--- config.mk ---
export PLATFORM = sky130hd
export DESIGN_NAME = nonce_report_top
export DESIGN_NICKNAME = d
export VERILOG_FILES = /design/src/rtl/nonce_rpt_pkg.sv /design/src/rtl/nonce_hit_detect.sv /design/src/rtl/nonce_fifo.sv /design/src/rtl/nonce_serial_tx.sv /design/src/rtl/nonce_report_top.sv
export SDC_FILE = /design/constraint.sdc
export NUM_CORES = 1
export LEC_CHECK = 0
export ABC_CLOCK_PERIOD_IN_PS = 9700
export BUFFER_PORTS_ARGS = -buffer_cell sky130_fd_sc_hd__buf_2
export CORE_MARGIN = 8
export CORE_UTILIZATION = 51
export CTS_BUF_LIST = sky130_fd_sc_hd__clkbuf_16
export DETAILED_ROUTE_END_ITERATION = 8
export MAX_ROUTING_LAYER = met4
export PLACE_DENSITY = 0.69
export SETUP_SLACK_MARGIN = 0.3
export SLEW_MARGIN = 20
export SYNTH_ARGS = -nofsm -noshare
export SYNTH_HDL_FRONTEND = slang
export SYNTH_SLANG_ARGS = --single-unit
export TNS_END_PERCENT = 50
--- constraint.sdc ---
create_clock -name clk -period 9.7 [get_ports clk]
set_input_delay 1.94 -clock clk [delete_from_list [all_inputs] [get_ports clk]]
set_output_delay 1.94 -clock clk [all_outputs]
set_load 0.005 [all_outputs]
--- src/rtl/nonce_rpt_pkg.sv ---
package nonce_rpt_pkg;
    // Bits in one serial byte frame: start, 8 data, stop.
    localparam int FRAME_BITS = 10;

    // Clock cycles per serial bit, rounded to the nearest integer.
    function automatic int baud_div(int clk_hz, int baud);
        return (clk_hz + baud / 2) / baud;
    endfunction
endpackage

--- src/rtl/nonce_hit_detect.sv ---
module nonce_hit_detect #(
    parameter int HASH_W    = 256,
    parameter int ZERO_BITS = 32,
    parameter int STEP_W    = 6,
    parameter int NONCE_W   = 32,
    parameter int ENTRY_W   = 64
) (
    input  logic [HASH_W-1:0]  hash_i,
    input  logic [STEP_W-1:0]  step_i,
    input  logic [NONCE_W-1:0] nonce_i,
    input  logic               valid_i,
    output logic               hit_o,
    output logic [ENTRY_W-1:0] entry_o
);
    // Difficulty mask: only the leading ZERO_BITS of the hash must be zero.
    localparam logic [HASH_W-1:0] TARGET_MASK =
        {{ZERO_BITS{1'b1}}, {(HASH_W-ZERO_BITS){1'b0}}};

    always_comb begin
        hit_o = valid_i && ((hash_i & TARGET_MASK) == '0) && (step_i == '0);
    end

    generate
        if (ENTRY_W > NONCE_W) begin : g_pad
            assign entry_o = {{(ENTRY_W-NONCE_W){1'b0}}, nonce_i};
        end else begin : g_flat
            assign entry_o = nonce_i;
        end
    endgenerate
endmodule

--- src/rtl/nonce_fifo.sv ---
module nonce_fifo #(
    parameter int DEPTH = 16,
    parameter int WIDTH = 64
) (
    input  logic                         clk,
    input  logic                         rst,
    input  logic                         wr_en_i,
    input  logic [WIDTH-1:0]             wr_data_i,
    input  logic                         rd_en_i,
    output logic [WIDTH-1:0]             head_o,
    output logic                         empty_o,
    output logic [$clog2(DEPTH+1)-1:0]   count_o,
    output logic                         dropped_o
);
    localparam int PTR_W = (DEPTH > 1) ? $clog2(DEPTH) : 1;
    localparam int CNT_W = $clog2(DEPTH+1);

    typedef struct packed {
        logic [DEPTH-1:0][WIDTH-1:0] mem;
        logic [PTR_W-1:0]            wr;
        logic [PTR_W-1:0]            rd;
        logic [CNT_W-1:0]            cnt;
        logic                        drop;
    } fifo_st_t;

    fifo_st_t s_d, s_q;

    always_comb begin
        logic full, empty, do_wr, do_rd;
        s_d   = s_q;
        full  = (s_q.cnt == CNT_W'(DEPTH));
        empty = (s_q.cnt == '0);
        do_wr = wr_en_i && !full;
        do_rd = rd_en_i && !empty;
        if (do_wr) begin
            s_d.mem[s_q.wr] = wr_data_i;
            s_d.wr = (s_q.wr == PTR_W'(DEPTH-1)) ? '0 : s_q.wr + 1'b1;
        end
        if (do_rd) begin
            s_d.rd = (s_q.rd == PTR_W'(DEPTH-1)) ? '0 : s_q.rd + 1'b1;
        end
        s_d.cnt = s_q.cnt + CNT_W'(do_wr) - CNT_W'(do_rd);
        if (wr_en_i && full) begin
            s_d.drop = 1'b1;
        end
    end

    always_ff @(posedge clk) begin
        if (rst) begin
            s_q.mem  <= s_d.mem;
            s_q.wr   <= '0;
            s_q.rd   <= '0;
            s_q.cnt  <= '0;
            s_q.drop <= 1'b0;
        end else begin
            s_q <= s_d;
        end
    end

    assign head_o    = s_q.mem[s_q.rd];
    assign empty_o   = (s_q.cnt == '0);
    assign count_o   = s_q.cnt;
    assign dropped_o = s_q.drop;
endmodule

--- src/rtl/nonce_serial_tx.sv ---
module nonce_serial_tx
    import nonce_rpt_pkg::*;
#(
    parameter int CLK_HZ = 100_000_000,
    parameter int BAUD   = 115_200,
    parameter int WORD_W = 32
) (
    input  logic              clk,
    input  logic              rst,
    input  logic              avail_i,
    input  logic [WORD_W-1:0] word_i,
    output logic              take_o,
    output logic              tx_o
);
    localparam int DIV    = baud_div(CLK_HZ, BAUD);
    localparam int DIV_W  = (DIV > 1) ? $clog2(DIV) : 1;
    localparam int BYTES  = WORD_W / 8;
    localparam int BYTE_W = (BYTES > 1) ? $clog2(BYTES) : 1;

    typedef struct packed {
        logic              busy;
        logic [DIV_W-1:0]  div;
        logic [3:0]        bitn;
        logic [BYTE_W-1:0] byten;
        logic [WORD_W-1:0] word;
        logic              tx;
    } tx_st_t;

    tx_st_t s_d, s_q;

    always_comb begin
        logic       frame_end;
        logic [7:0] cur_byte;
        logic [2:0] bsel;
        s_d       = s_q;
        take_o    = 1'b0;
        frame_end = 1'b0;
        if (s_q.busy) begin
            if (s_q.div == DIV_W'(DIV-1)) begin
                s_d.div = '0;
                if (s_q.bitn == 4'(FRAME_BITS-1)) begin
                    s_d.bitn = '0;
                    if (s_q.byten == BYTE_W'(BYTES-1)) begin
                        s_d.byten = '0;
                        frame_end = 1'b1;
                    end else begin
                        s_d.byten = s_q.byten + 1'b1;
                    end
                end else begin
                    s_d.bitn = s_q.bitn + 1'b1;
                end
            end else begin
                s_d.div = s_q.div + 1'b1;
            end
        end
        if (!s_q.busy || frame_end) begin
            if (avail_i) begin
                take_o    = 1'b1;
                s_d.busy  = 1'b1;
                s_d.word  = word_i;
                s_d.div   = '0;
                s_d.bitn  = '0;
                s_d.byten = '0;
            end else begin
                s_d.busy = 1'b0;
            end
        end
        // Byte order: most significant first; bit order inside a byte: LSB first.
        cur_byte = 8'(s_d.word >> (8 * (BYTES - 1 - int'(s_d.byten))));
        bsel     = 3'(s_d.bitn - 4'd1);
        if (!s_d.busy)                           s_d.tx = 1'b1;
        else if (s_d.bitn == '0)                 s_d.tx = 1'b0;
        else if (s_d.bitn == 4'(FRAME_BITS-1))   s_d.tx = 1'b1;
        else                                     s_d.tx = cur_byte[bsel];
    end

    always_ff @(posedge clk) begin
        if (rst) begin
            s_q.busy  <= 1'b0;
            s_q.div   <= '0;
            s_q.bitn  <= '0;
            s_q.byten <= '0;
            s_q.word  <= '0;
            s_q.tx    <= 1'b1;
        end else begin
            s_q <= s_d;
        end
    end

    assign tx_o = s_q.tx;
endmodule

--- src/rtl/nonce_report_top.sv ---
module nonce_report_top #(
    parameter int CLK_HZ     = 100_000_000,
    parameter int BAUD       = 115_200,
    parameter int HASH_W     = 256,
    parameter int ZERO_BITS  = 32,
    parameter int STEP_W     = 6,
    parameter int NONCE_W    = 32,
    parameter int ENTRY_W    = 64,
    parameter int FIFO_DEPTH = 16
) (
    input  logic               clk,
    input  logic               rst,
    input  logic [HASH_W-1:0]  hash_i,
    input  logic [STEP_W-1:0]  step_i,
    input  logic [NONCE_W-1:0] nonce_i,
    input  logic               valid_i,
    output logic               tx_o,
    output logic               overflow_o
);
    localparam int CNT_W = $clog2(FIFO_DEPTH+1);

    logic               hit;
    logic [ENTRY_W-1:0] entry;
    logic [ENTRY_W-1:0] fifo_head;
    logic               fifo_empty;
    logic [CNT_W-1:0]   fifo_cnt;
    logic               take;

    nonce_hit_detect #(
        .HASH_W(HASH_W), .ZERO_BITS(ZERO_BITS), .STEP_W(STEP_W),
        .NONCE_W(NONCE_W), .ENTRY_W(ENTRY_W)
    ) u_detect (
        .hash_i(hash_i), .step_i(step_i), .nonce_i(nonce_i),
        .valid_i(valid_i), .hit_o(hit), .entry_o(entry)
    );

    nonce_fifo #(.DEPTH(FIFO_DEPTH), .WIDTH(ENTRY_W)) u_fifo (
        .clk(clk), .rst(rst),
        .wr_en_i(hit), .wr_data_i(entry),
        .rd_en_i(take), .head_o(fifo_head),
        .empty_o(fifo_empty), .count_o(fifo_cnt),
        .dropped_o(overflow_o)
    );

    nonce_serial_tx #(.CLK_HZ(CLK_HZ), .BAUD(BAUD), .WORD_W(NONCE_W)) u_tx (
        .clk(clk), .rst(rst),
        .avail_i(!fifo_empty), .word_i(fifo_head[NONCE_W-1:0]),
        .take_o(take), .tx_o(tx_o)
    );
endmodule

==> results.cfg <==
[yosys]
yosys.cell_count.top_type = edfxtp_1
syn-num-nets = 1491
synth_cell_types = 61
avgSynthCellArea_um2 = 19.3
synthTopCellsByCount = edfxtp_1, mux4_2, nand2_1
synth_area_leaders = edfxtp_1, mux4_2, dfxtp_1, nand2_1, a21oi_1
yosysWarnings = 0
ys_seq_area_frac = 0.736
synth_top_area_cell = edfxtp_1
syn_inst = 1175
synth_edf_count = 512
synthFlopType = edfxtp_1
synth_top_area_frac = 0.679
async_flop_share = 0
synth-seq-cells = 576
syn_area_mm2 = 0.0226

[clock_network]
clkLatencyLatePin_ns = 0.62
cts-resized-gates = 0
cts_hold_buf = 0
post-cts-setup-buffers = 0
numCtsBuffers = 57
cts_tree = done
cts_buffer_depth = 3
cts_max_level = 2
clkTransAtPathRegs_ns = 0.06
cts_num_sinks = 576
root_buffer = clkbuf_16

[global_route]
antenna_found_initial = 6
grtUsageTotal = 0.193
grt_pass1_wl_um = 71200
grt_max_degree = 93
grt_pass1_vias = 11500
grt_overflow = 0

[sta]
maxSlewHeadroom = 0.263
clock.fmax_ghz = 0.217
slew_violations = 0
hold_violations = 0
whs_ns = 0.464
tightest_slew_ns = 1.11
setup_viol = 0
fin_skew_ns = 0.0300
post-route-period-util = 0.474
final.min_clock_period_ns = 4.60
rsz0062_at_grt = false
finalSetupTns_ns = 0

[floorplanning]
fp.dieH_um = 227
dieWidth_um = 227
io_pins = 299
core-area_mm2 = 0.0440
initial_core_util = 0.514
die_area_mm2 = 0.0514
std_cell_rows = 77

[place]
portBuffers = 74
placed_cell_area_mm2 = 0.0238
hpwl_um = 25700
gp_congestion = 0.885

[run_status]
outcome = complete, no violations

[final_layout]
stdcell_area_mm2 = 0.0258
drive_gt1_frac = 0.281
nets = 1589
syn2layout_area_growth_pct = 14.0

[detailed_routing]
routed_wl_um = 47800
wl_per_cell_um = 24.9
drtAntennaViolNets = 0
vias_per_cell = 5.89
num_vias = 11300
first_pass_iters = 6
drt-initial-drc-count = 990
route.detailed.drc = 0

[power]
comb_power_share = 0.169
p_clk_frac = 0.364
leakage_uw = 0.00817
cellPowerDensity_mw_per_mm2 = 241
p_seq_frac = 0.467
p_int_uw = 4680
switching_power_uw = 1540
ir_worst_vdd_mv = 0.160
netSwitchingFraction = 0.248

[min_path]
worstHoldStart = u_tx.s_q[9]$_SDFF_PP0_
hp-class = register to register

[run]
maxCapViolCount = 0

[setup_path]
end_kind = register
crit_type = primary input to register
worstPathMaxFanout = 18
cp.required_ns = 9.96
r2r_start = u_fifo.s_q[6]$_SDFFE_PP0P_
cp.arrival_ns = 4.86
cp-start-kind = primary input
critPathLaunch = hash_i[226]
==> state kept, by name (all words and copies together) (netlist names) <==
name              cells
u_fifo.count_o        5
u_fifo.s_q          520
u_tx.tx_o             1
u_fifo.dropped_o      1
u_tx.s_q             49
==> power by group through the flow <==
stage | logic [uW] | clock network [uW] | registers (uW)
finish | 1050 | 2270 | 2900
floorplan | 900 | 0 | 2840
global placement | 1050 | 0 | 2950
global route | 1150 | 2400 | 2910
CTS | 1070 | 2310 | 2900
detailed placement | 1070 | 0 | 2960
==> worst paths after layout <==
kind                            cells after the start  slack, ns                        end
worst max-delay path                                9       5.10  u_fifo.s_q[786]$_DFFE_PP_
worst min-delay path                                2       0.46     u_tx.s_q[9]$_SDFF_PP0_
worst max register to register                      8       6.14       u_tx.tx_o$_SDFF_PP1_
worst min register to register                      2       0.46     u_tx.s_q[9]$_SDFF_PP0_
==> cells in the final DEF (no fill, tap or decap), types with 18 or more instances in the layout <==
| cell type | count |
|---|---|
| a21oi_1 | 46 |
| buf_2 | 74 |
| buf_4 | 24 |
| clkbuf_16 | 58 |
| dfxtp_1 | 60 |
| edfxtp_1 | 512 |
| ha_1 | 18 |
| inv_1 | 28 |
| mux4_2 | 157 |
| nand2_1 | 96 |
| nor2_1 | 45 |
==> final cells by class <==
cell class,instances,area [um2]
multi-input cells,519,5770
fillers,3196,18200
inverters,20,76.3
well taps,592,741
clock buffers,58,1450
clock inverters,49,510
repair buffers,99,571
diodes,6,15.0
flip-flops and latches,576,16700
==> critical path: stages <==
cell     delay (ns)
buf_2          0.09
nor4_1         0.27
nand4_1        0.14
nor3_1         0.26
inv_1          0.06
a31oi_1        0.55
nand2_1        0.40
nor2_4         0.65
buf_4          0.46
==> per-layer routing <==
layer  vias up  share of wire  global-route usage
met3        77          0.071              0.0382
met5         -              0                   -
li1       4972              -                   -
met2       394           0.47               0.301
met1      5853           0.43               0.258
met4         0          0.024              0.0602
==> cells by family (layout without fill, tap and decap cells) <==
group	count (synthesis)	after routing	synth area share
AOI/OAI and AO/OA	96	96	0.0273
adders and majority gates	19	19	0.0108
buffers and inverters	80	226	0.0143
and+or+nand+nor	221	221	0.0446
muxes	168	168	0.161
DFF	576	576	0.736
other	0	6	0
xor gates and xnor gates	15	15	0.00580
==> metrics by stage <==
step	setup WS (ns)	utilization	std cells	power, uW
2_1_floorplan	3.72	-	1175	3750
3_3_place_gp	4.44	0.541	1806	4010
3_5_place_dp	4.43	0.541	1806	4020
4_1_cts	5.03	0.586	1913	6280
5_1_grt	4.77	0.586	1919	6460
6_report	5.10	0.586	1919	6220
(Power assumes the default switching activity.)
